--- src/rtl/vic2_pkg.sv ---
package vic2_pkg;
    localparam int NSRC     = 6;
    localparam int NAUTO    = 4;
    localparam int RW       = 8;
    localparam int AW       = 16;
    localparam int GEN_BIT  = 7;
    localparam int IDXW     = $clog2(NSRC);
    localparam logic [AW-1:0] VEC_BASE = 16'h0003;
    localparam int VEC_STEP = 8;

    typedef enum logic {LVL_LO = 1'b0, LVL_HI = 1'b1} lvl_e;

    typedef struct packed {
        logic            vld;
        lvl_e            lvl;
        logic [IDXW-1:0] idx;
    } pick_t;

    // lowest set index of a source vector
    function automatic logic [IDXW-1:0] first_set(input logic [NSRC-1:0] v);
        logic [IDXW-1:0] r;
        r = '0;
        for (int i = NSRC - 1; i >= 0; i--) begin
            if (v[i]) r = IDXW'(i);
        end
        return r;
    endfunction

    function automatic logic [AW-1:0] vec_addr(input logic [IDXW-1:0] idx);
        return VEC_BASE + AW'(idx) * AW'(VEC_STEP);
    endfunction
endpackage

--- src/rtl/vic2_flags.sv ---
module vic2_flags
    import vic2_pkg::*;
(
    input  logic             clk,
    input  logic             rst,
    input  logic [NAUTO-1:0] set_auto,
    input  logic [NAUTO-1:0] clr_auto,
    input  logic             ser_rx,
    input  logic             ser_tx,
    input  logic             t2_a,
    input  logic             t2_b,
    output logic [NSRC-1:0]  flags
);
    logic [NAUTO-1:0] auto_q;

    for (genvar g = 0; g < NAUTO; g++) begin : g_auto
        always_ff @(posedge clk) begin
            if (rst)              auto_q[g] <= 1'b0;
            else if (set_auto[g]) auto_q[g] <= 1'b1;
            else if (clr_auto[g]) auto_q[g] <= 1'b0;
        end
    end

    assign flags = {t2_a | t2_b, ser_rx | ser_tx, auto_q};
endmodule

--- src/rtl/vic2_pick.sv ---
module vic2_pick
    import vic2_pkg::*;
(
    input  logic [NSRC-1:0] pend,
    input  logic [NSRC-1:0] prio,
    input  logic [1:0]      insvc,
    output pick_t           pk
);
    logic [NSRC-1:0] hi, lo;

    always_comb begin
        hi = pend & prio;
        lo = pend & ~prio;
        pk = '0;
        if (|hi && !insvc[1]) begin
            pk.vld = 1'b1;
            pk.lvl = LVL_HI;
            pk.idx = first_set(hi);
        end else if (|lo && insvc == 2'b00) begin
            pk.vld = 1'b1;
            pk.lvl = LVL_LO;
            pk.idx = first_set(lo);
        end
    end
endmodule

--- src/rtl/vic2_svc.sv ---
module vic2_svc
    import vic2_pkg::*;
(
    input  logic       clk,
    input  logic       rst,
    input  logic       take,
    input  lvl_e       take_lvl,
    input  logic       reti,
    output logic [1:0] insvc
);
    logic [1:0] nxt;

    always_comb begin
        nxt = insvc;
        if (reti) begin
            if (nxt[1]) nxt[1] = 1'b0;
            else        nxt[0] = 1'b0;
        end
        if (take) nxt[take_lvl] = 1'b1;
    end

    always_ff @(posedge clk) begin
        if (rst) insvc <= 2'b00;
        else     insvc <= nxt;
    end


    reti_hi_clr_chk: assert property (@(posedge clk) disable iff (rst)
        (reti && insvc[1]) |=> !insvc[1]);


    reti_lo_clr_chk: assert property (@(posedge clk) disable iff (rst)
        (reti && insvc == 2'b01 && !take) |=> insvc == 2'b00);


    take_mark_chk: assert property (@(posedge clk) disable iff (rst)
        (take && take_lvl == LVL_HI) |=> insvc[1]);
endmodule

--- src/rtl/vic2_ctrl.sv ---
module vic2_ctrl
    import vic2_pkg::*;
(
    input  logic             clk,
    input  logic             rst,
    input  logic             cyc_stb,
    input  logic [NAUTO-1:0] src_set,
    input  logic             ser_rx,
    input  logic             ser_tx,
    input  logic             t2_a,
    input  logic             t2_b,
    input  logic             en_wr,
    input  logic [RW-1:0]    en_wdata,
    input  logic             pri_wr,
    input  logic [RW-1:0]    pri_wdata,
    input  logic             reti,
    input  logic             irq_ack,
    output logic             irq_req,
    output logic [AW-1:0]    irq_vec,
    output logic [NSRC-1:0]  flag_stat,
    output logic [RW-1:0]    en_rd,
    output logic [RW-1:0]    pri_rd,
    output logic [1:0]       insvc
);
    logic [RW-1:0]    en_q, pri_q;
    logic             hold_q, req_q;
    lvl_e             lvl_q;
    logic [IDXW-1:0]  src_q;
    logic             evt, take, eval;
    logic [NSRC-1:0]  flags, pend;
    logic [NAUTO-1:0] clr_auto;
    pick_t            pk;

    assign evt  = reti | en_wr | pri_wr;
    assign take = irq_ack & req_q;
    assign eval = cyc_stb & ~evt & ~hold_q;
    assign pend = flags & en_q[NSRC-1:0] & {NSRC{en_q[GEN_BIT]}};

    for (genvar g = 0; g < NAUTO; g++) begin : g_clr
        assign clr_auto[g] = take && (src_q == IDXW'(g));
    end

    vic2_flags u_flags (
        .clk      (clk),
        .rst      (rst),
        .set_auto (src_set),
        .clr_auto (clr_auto),
        .ser_rx   (ser_rx),
        .ser_tx   (ser_tx),
        .t2_a     (t2_a),
        .t2_b     (t2_b),
        .flags    (flags)
    );

    vic2_pick u_pick (
        .pend  (pend),
        .prio  (pri_q[NSRC-1:0]),
        .insvc (insvc),
        .pk    (pk)
    );

    vic2_svc u_svc (
        .clk      (clk),
        .rst      (rst),
        .take     (take),
        .take_lvl (lvl_q),
        .reti     (reti),
        .insvc    (insvc)
    );

    always_ff @(posedge clk) begin
        if (rst) begin
            en_q   <= '0;
            pri_q  <= '0;
            hold_q <= 1'b0;
            req_q  <= 1'b0;
            lvl_q  <= LVL_LO;
            src_q  <= '0;
        end else begin
            if (en_wr)  en_q  <= en_wdata;
            if (pri_wr) pri_q <= pri_wdata;
            if (evt)          hold_q <= 1'b1;
            else if (cyc_stb) hold_q <= 1'b0;
            if (evt || take) begin
                req_q <= 1'b0;
            end else if (eval) begin
                req_q <= pk.vld;
                lvl_q <= pk.lvl;
                src_q <= pk.idx;
            end
        end
    end

    assign irq_req   = req_q;
    assign irq_vec   = vec_addr(src_q);
    assign flag_stat = flags;
    assign en_rd     = en_q;
    assign pri_rd    = pri_q;


    blk_drop_chk: assert property (@(posedge clk) disable iff (rst)
        evt |=> !irq_req);


    req_hold_chk: assert property (@(posedge clk) disable iff (rst)
        (irq_req && !cyc_stb && !irq_ack && !evt) |=> (irq_req && $stable(irq_vec)));


    hi_gate_chk: assert property (@(posedge clk) disable iff (rst)
        (irq_req && lvl_q == LVL_HI) |-> !insvc[1]);


    lo_gate_chk: assert property (@(posedge clk) disable iff (rst)
        (irq_req && lvl_q == LVL_LO) |-> insvc == 2'b00);


    vec_align_chk: assert property (@(posedge clk) disable iff (rst)
        irq_req |-> irq_vec[2:0] == 3'b011);
endmodule

--- config.mk ---
export PLATFORM = sky130hd
export DESIGN_NAME = vic2_ctrl
export DESIGN_NICKNAME = d
export VERILOG_FILES = /design/src/rtl/vic2_pkg.sv /design/src/rtl/vic2_flags.sv /design/src/rtl/vic2_pick.sv /design/src/rtl/vic2_svc.sv /design/src/rtl/vic2_ctrl.sv
export SDC_FILE = /design/constraint.sdc
export NUM_CORES = 1
export LEC_CHECK = 0
export ABC_AREA = 1
export BUFFER_PORTS_ARGS = -buffer_cell sky130_fd_sc_hd__buf_2
export CORE_MARGIN = 2
export CORE_UTILIZATION = 30
export CTS_CLUSTER_DIAMETER = 60
export DETAILED_ROUTE_END_ITERATION = 16
export HOLD_SLACK_MARGIN = 0.15
export MAX_ROUTING_LAYER = met4
export PLACE_DENSITY = 0.61
export SYNTH_ARGS = -nofsm -noshare
export SYNTH_HDL_FRONTEND = slang
export SYNTH_SLANG_ARGS = --single-unit
--- constraint.sdc ---
create_clock -name clk -period 2.1 [get_ports clk]
set_input_delay 0.105 -clock clk [delete_from_list [all_inputs] [get_ports clk]]
set_output_delay 0.105 -clock clk [all_outputs]
set_load 0.03 [all_outputs]
==> flow_summary.ini, run 1 <==
[run_status]
status = finished clean

[yosys]
synthCells = 206
ys_types = 25
syn_area_sq_um = 1470
ys_seq_elements = 28
ys_seq_area_share_pct = 38.1
avgSynthCellArea_sq_um = 7.14
ys_warn_count = 0

[clock_network]
cts_buffer_depth = 2
clock_sinks = 28
cts_max_level = 1
clock-root-buffer = clkbuf_8
cts_tree = yes
numCtsBuffers = 3
clk_pin_slew_worst_paths_ns = 0.09
post_cts_buffers = 0
clock_latency_ns = 0.27

[route]
first_pass_iters = 4
drc = 0
routedWlPerCell_microns = 11.0
vias = 1558
ant_nets = 0
routed_wirelength_microns = 3860
drt_first_iter_violations = 41
via_per_inst = 4.43

[timing]
rsz0062_at_grt = no
timing.fmax_mhz = 579
whs_ns = 0.146
fin_skew_ns = 0.00314
setup_viol = 0
finalWorstSetupSlack_ns = 0.373
finalHoldViolations = 0
fin_setup_tns_ns = 0
finalCritPeriodShare_pct = 82.2
period_needed_ns = 1.73
maxSlewViolCount = 0

[finish]
nets = 318
stdcell_area_sq_um = 2050
fill_cells = 498
diodes = 0
drive_gt1_share_pct = 27.0
syn_to_final_growth_pct = 39.0

[floorplan]
die_area_sq_um = 5480
core-area_sq_um = 4720
ios = 72
start_util_pct = 31.2
rows = 25
die_y_microns = 74.0
die_width_microns = 74.0

[power]
p_total_mw = 1.16
p_per_area_nw_per_um2 = 566
vdd_drop_max_mv = 0.330
leakage_nw = 1.08

[global_route]
grt_pass1_vias = 1376
grt_pass1_wl_microns = 6240
overflow = 0
grt_usage_pct = 14.8
antenna_found_initial = 0
grt_max_degree = 20

[worst_setup_path]
crit_path_end_kind = flop
path_max_fanout = 6
ff2ff_setup_slack_ns = 0.37
path_class = reg2reg
start_kind = flop
cp.arrival_ns = 1.90
required_ns = 2.27

[place]
hpwl_microns = 2860
portBuffers = 58
dp_slack_ns = 0.687
place.gp.congestion = 0.816
post_dp_cell_area_sq_um = 1750

[worst_hold_path]
hold_class = in2reg

[job]
max_cap_viol_count = 0
-- logic make-up (layout without fill, tap and decap cells) --
family	Yosys count	count (layout)	synth area share [%]
compound gates	44	44	16.6
simple gates	81	81	27.3
flops	28	28	38.1
buf+inv	51	119	17.5
other cells	2	13	0.510
-- timing repair --
action | CTS | global route
resized for setup | 0 | 0
hold endpoints to repair | 23 | 0
endpoints found under the setup margin | 0 | 0
hold buffers | 25 | 0
-- through the flow --
step	cells	utilization, %
4_1_cts	352	43.3
3_5_place_dp	324	37.1
6_report	352	43.3
3_3_place_gp	324	37.1
5_1_grt	352	43.3
2_1_floorplan	217	-
-- critical path: stages, from the launching register on --
cell and delay, ns:
dfxtp_1 0.36, nand2_1 0.16, o41ai_1 0.39, a21oi_1 0.14
dlygate4sd3_1 0.58
-- synthesized netlist by cell type (all sizes together) --
| cell | instances | area share, % |
|---|---|---|
| nand4 | 10 | 4.3 |
| o21ai | 23 | 8.3 |
| conb | 2 | 0.51 |
| a31oi | 1 | 0.43 |
| dfxtp | 28 | 38 |
| inv | 32 | 8.2 |
| nor3 | 1 | 1.1 |
| nand3 | 9 | 3.7 |
| nand3b | 1 | 1.4 |
| nor2 | 27 | 7.6 |
| a21oi | 16 | 5.4 |
| clkbuf | 2 | 0.51 |
| o41ai | 4 | 2.4 |
| buf | 16 | 8.5 |
| clkinv | 1 | 0.34 |
| nand2 | 33 | 9.3 |
-- layout by cell type, fill, tap and decap left out, drive strengths merged --
| cell type | instances |
|---|---|
| conb | 13 |
| nand3b | 1 |
| clkbuf | 3 |
| inv | 32 |
| o21ai | 23 |
| nand2 | 33 |
| nor3 | 1 |
| nand4 | 10 |
| dfxtp | 28 |
| dlygate4sd3 | 25 |
| a31oi | 1 |
| nor2 | 27 |
| o41ai | 4 |
| buf | 58 |
| clkinv | 1 |
| nand3 | 9 |
| a21oi | 16 |
-- report_power, final --
group	internal [mW]	switching, mW	total, mW
sequential	0.561	0.0276	0.588
combinational	0.100	0.175	0.275
clock	0.129	0.165	0.294
-- final cells by class --
class,count,area (sq um),area share [%]
repair buffers,83,541,26.4
clock buffers,3,41.3,2.02
inverters,33,125,6.12
multi-input cells,138,694,33.9
flip-flops and latches,28,561,27.4
well taps,67,83.8,4.10
-- layer usage --
| layer | wire [microns] | part of all wire (%) | global-route usage (%) |
|---|---|---|---|
| met4 | 52 | 1.3 | 4.24 |
| met1 | 1760 | 46 | 19.1 |
| met3 | 168 | 4.4 | 2.30 |
| met5 | 0 | 0 | - |
| met2 | 1880 | 49 | 24.0 |
-- worst paths after layout --
| path | startpoint | endpoint | cells past startpoint |
|---|---|---|---|
| min | pri_wdata[2] | pri_rd[2] | 3 |
| max reg2reg | irq_req | u_flags.flags[0] | 4 |
| max | irq_req | u_flags.flags[0] | 4 |
| min reg2reg | lvl_q | u_svc.insvc[1] | 2 |
-- flip-flops by register name (all words and copies together) (netlist names) --
register       flops
pri_rd             8
lvl_q              1
src_q              3
irq_req            1
en_rd              8
u_flags.flags      4
hold_q             1
u_svc.insvc        2
Power figures use the tool's default switching activity.
==> run 2: changes to the inputs <==
clock period = 1.8 ns   (was 2.1 ns; I/O delays follow)
==> run 2 against run 1 <==
Net effect: combinational power grew 18%; cell area grew 0.98%; die area is the same; sequential share of layout area shrank 0.27 points; critical path type unchanged; critical endpoint unchanged; largest cell class unchanged.
==> flow_summary.ini, run 2 (synthesis results as in run 1) <==
[route]
ant_nets = 0
routedWlPerCell_microns = 11.2
drc = 0
drt_first_iter_violations = 45
vias = 1564
first_pass_iters = 4
routed_wirelength_microns = 3980
via_per_inst = 4.42

[worst_setup_path]
slowest_stage = dlygate4sd3_1
required_ns = 1.96
crit_path_end_kind = flop
worst-path-buf-inv = 1
start_kind = flop
cp.depth = 4
cp.arrival_ns = 1.80
path_delay_family = buffers and inverters
ff2ff_setup_slack_ns = 0.16
r2r_start = irq_req
path_class = reg2reg
max_stage_delay_ns = 0.60
crit_chain = nand2_1, o41ai_1, a21oi_1, dlygate4sd3_1
path_max_fanout = 6
reg2reg_depth = 4
r2r-end = u_flags.flags[0]

[finish]
multi_input_area_sq_um = 694
regArea_sq_um = 561
mostFrequentLayoutCell = buf_2
drive_gt1_share_pct = 26.8
diodes = 0
fill_cells = 489
final_cell_mix = 58 x buf_2, 30 x inv_1, 28 x nand2_1, 28 x dfxtp_1, 27 x dlygate4sd3_1
stdcell_area_sq_um = 2070
nets = 320
final_core_util_pct = 43.7
syn_to_final_growth_pct = 40.4

[power]
p_total_mw = 1.36
vdd_drop_max_mv = 0.373
p_per_area_nw_per_um2 = 657
leakage_nw = 1.08

[clock_network]
cts_max_level = 1
post_cts_buffers = 0
cts_resized = 0
cts_tree = yes
cts_buffer_depth = 2
clock-root-buffer = clkbuf_8
clock_latency_ns = 0.27
clock_sinks = 28
clk_pin_slew_worst_paths_ns = 0.09
numCtsBuffers = 3

[global_route]
antenna_found_initial = 0
grt_usage_pct = 15.2
overflow = 0
met3_usage_pct = 2.17
busiest_layer = met2
grt_pass1_wl_microns = 6350
use_met1_pct = 18.1
grt_pass1_vias = 1448
grt_max_degree = 20
use_met2_pct = 26.1

[floorplan]
start_util_pct = 31.2
die_width_microns = 74.0
ios = 72
rows = 25
die_area_sq_um = 5480
core-area_sq_um = 4720
die_y_microns = 74.0

[timing]
timing.fmax_mhz = 608
finalHoldViolations = 0
rsz0062_at_grt = no
maxSlewViolCount = 0
finalCritPeriodShare_pct = 91.3
period_needed_ns = 1.64
finalWorstSetupSlack_ns = 0.156
fin_skew_ns = 0.00157
setup_viol = 0
fin_setup_tns_ns = 0

[place]
hpwl_microns = 2880
place.gp.congestion = 0.816
post_dp_cell_area_sq_um = 1750
dp_slack_ns = 0.402
portBuffers = 58

[run_status]
status = finished clean

[job]
max_cap_viol_count = 0

[worst_hold_path]
holdPathEnd = pri_rd[7]
hold_start = pri_wr
hold_class = in2reg
holdPathStages = 3
run 2: cell types whose count changed in the layout (fill, tap and decap cells not counted), sizes merged:
| cell | delta |
|---|---|
| dlygate4sd3 | +2 |
run 2: layer usage:
metal | vias to the layer above | wire length [microns]
li1 | 803 | -
met1 | 704 | 1780
met2 | 52 | 1960
met3 | 5 | 184
met4 | 0 | 60
met5 | - | 0
run 2: timing repair:
item / 4_1_cts / 5_1_grt
endpoints found under the hold margin: 24 / 0
endpoints found under the setup margin: 0 / 0
hold buffers: 27 / 0
run 2: cell type report:
cell class                 count  area share, %
timing repair buffer          85           27.1
multi-input combinational    138           33.6
inverter                      33           6.06
sequential                    28           27.1
clock buffer                   3           2.00
tap                           67           4.06
run 2: worst max path at each step:
stage | startpoint | to | slack, ns
final | irq_req | u_flags.flags[0] | 0.16
after global routing | irq_req | u_flags.flags[1] | 0.09
after CTS | src_q[0] | u_flags.flags[1] | 0.18
after detailed placement | en_rd[7] | src_q[0] | 0.40
after global placement | en_rd[7] | src_q[0] | 0.43
after floorplan | en_rd[7] | src_q[0] | 0.36
run 2: worst reg2reg max path: cells and delay by family, from the launching register on:
kind	cells	cell delay [ns]
flip-flops	1	0.36
buffers and inverters	1	0.60
AND/OR/NAND/NOR	1	0.15
AO/OA/AOI/OAI	2	0.41
run 2: power by group:
group	internal (mW)	switching (mW)	leakage [nW]	total [mW]
Sequential	0.654	0.0325	0.232	0.686
Combinational	0.120	0.205	0.830	0.325
Clock	0.151	0.195	0.0216	0.346
run 2: through the flow:
stage / hold WS (ns) / cells
2_1_floorplan: 0.224 / 217
3_3_place_gp: 0.313 / 324
3_5_place_dp: 0.318 / 324
4_1_cts: 0.201 / 354
5_1_grt: 0.251 / 354
6_report: 0.193 / 354
==> run 3: changes to the inputs <==
CORE_UTILIZATION = 41   (was 30)
PLACE_DENSITY = 0.77   (was 0.61)
SKIP_LAST_GASP = 1   (was not set)
SYNTH_HIERARCHICAL = 1   (was not set)
==> run 3 against run 2 <==
Net effect: cell count grew 3.1%; power up 0.26%; core utilization up 14 points; largest cell class unchanged; critical path type is now in2reg; cell area grew 3.0%.
==> flow_summary.ini, run 3 <==
[yosys]
synthFlopType = dfxtp_1
synthCells = 235
ys_async_sr_fraction_pct = 0
yosys.area.top_type_share_pct = 36.1
ys_seq_area_share_pct = 36.1
synth_edf_count = 0
ys_types = 26
ys_warn_count = 6
syn_area_sq_um = 1550
yosysTopAreaCell = dfxtp_1
ys_seq_elements = 28
ys_top_cells_by_count = 47 x nor2_1, 46 x nand2_1, 31 x inv_1
avgSynthCellArea_sq_um = 6.60
synth_most_common_cell = nor2_1
synth_area_leaders = dfxtp_1 36%, nor2_1 11%, nand2_1 11%

[finish]
regArea_sq_um = 561
multi_input_area_sq_um = 783
mostFrequentLayoutCell = buf_2
fill_cells = 345
final_cell_mix = 58 x buf_2, 47 x nor2_1, 46 x nand2_1, 31 x inv_1, 28 x dfxtp_1
drive_gt1_share_pct = 26.5
diodes = 0
nets = 350
syn_to_final_growth_pct = 37.1
final_core_util_pct = 58.1

[worst_setup_path]
max_stage_delay_ns = 0.56
path_class = in2reg
crit_chain = dlygate4sd3_1, buf_2, nand2_1, nor4_1, inv_1, nand2_1, a21oi_1, dlygate4sd3_1
crit_path_end_kind = flop
worst-path-buf-inv = 4
required_ns = 1.96
path_delay_family = buffers and inverters
start_kind = input port
r2r-end = u_flags/flags[3]
reg2reg_depth = 6
worstSetupStartpoint = irq_ack
ff2ff_setup_slack_ns = 0.19
r2r_start = src_q[0]
slowest_stage = dlygate4sd3_1
cp.arrival_ns = 1.82
path_max_fanout = 6

[clock_network]
clock_sinks = 28
cts_buffer_depth = 2
cts_max_level = 1
clock_latency_ns = 0.27
cts_tree = yes
clock-root-buffer = clkbuf_8
clk_pin_slew_worst_paths_ns = 0.09
numCtsBuffers = 3

[global_route]
grt_pass1_wl_microns = 6690
antenna_found_initial = 0
grt_max_degree = 23
overflow = 0
grt_usage_pct = 20.2
grt_pass1_vias = 1620

[route]
routedWlPerCell_microns = 10.8
drt_first_iter_violations = 49
vias = 1681
via_per_inst = 4.61
routed_wirelength_microns = 3940
ant_nets = 0
first_pass_iters = 4
drc = 0

[timing]
worst_pin_slew_ns = 0.587
fin_setup_tns_ns = 0
setup_viol = 0
period_needed_ns = 1.66
finalCritPeriodShare_pct = 92.2
maxSlewViolCount = 0
timing.fmax_mhz = 603
finalHoldViolations = 0
maxSlewHeadroom_pct = 60.8
rsz0062_at_grt = no
fin_skew_ns = 0.00239

[floorplan]
die_y_microns = 65.5
rows = 22
core-area_sq_um = 3660
start_util_pct = 42.4
die_width_microns = 65.5
die_area_sq_um = 4290
ios = 72

[job]
max_cap_viol_count = 0

[worst_hold_path]
hold_class = in2reg
holdPathStages = 4
holdPathEnd = u_svc/insvc[1]
hold_start = reti

[place]
hpwl_microns = 2710
place.gp.congestion = 0.885
portBuffers = 58

[power]
vdd_drop_max_mv = 0.405
leakage_nw = 1.08
p_per_area_nw_per_um2 = 640

[run_status]
status = finished clean
## run 3: final cells by class
| class | count | area share, % |
|---|---|---|
| inverters | 34 | 6.18 |
| repair buffers | 84 | 25.9 |
| clock buffers | 3 | 1.94 |
| multi-input cells | 168 | 36.8 |
| flip-flops and latches | 28 | 26.4 |
| well taps | 48 | 2.82 |
## run 3: power by group
part	internal, mW	switching (mW)
Clock	0.150	0.187
Combinational	0.123	0.218
Sequential	0.654	0.0280
Total	0.928	0.433
## run 3: what timing repair did
item                                    in CTS  in global routing
hold buffers                                26                  0
hold endpoints to repair                    23                  0
resized for setup                            0                  1
endpoints found under the setup margin       0                  1
setup buffers                                0                  0
## run 3: per-stage QoR
stage	instances	hold WS [ns]	worst slack, ns	power, mW	instance area [sq um]
3_3_place_gp	336	0.315	0.342	0.983	1820
4_1_cts	365	0.169	0.160	1.36	2120
6_report	365	0.173	0.140	1.36	2130
5_1_grt	365	0.205	0.00417	1.43	2130
3_5_place_dp	336	0.316	0.309	0.987	1820
2_1_floorplan	246	0.152	0.177	0.918	1590
## run 3: worst min-delay path, stage by stage
cell and delay, ns:
buf_2 0.16, inv_1 0.05, nand2_1 0.05, a21oi_1 0.05
## run 3: routing by layer
layer | vias to the layer above | GRT usage [%] | part of all wire (%)
li1 | 860 | - | -
met1 | 757 | 23.2 | 42
met2 | 55 | 35.5 | 50
met3 | 9 | 3.42 | 5.5
met4 | 0 | 7.29 | 2.0
met5 | - | - | 0
## run 3: worst max-delay path by stage
stage	endpoint	depth (start not counted)
floorplan	src_q[0]	13
global placement	src_q[0]	14
detailed placement	src_q[0]	14
CTS	u_flags/flags[3]	8
global route	src_q[0]	14
finish	u_flags/flags[0]	8
## run 3: kinds of logic (layout without fill, tap and decap cells)
group	count (synthesis)	after routing	share of synthesized area, %
other	2	13	0.484
AO/OA/AOI/OAI	29	29	10.1
buffers and inverters	50	121	16.5
AND/OR/NAND/NOR	126	126	36.9
flip-flops	28	28	36.1
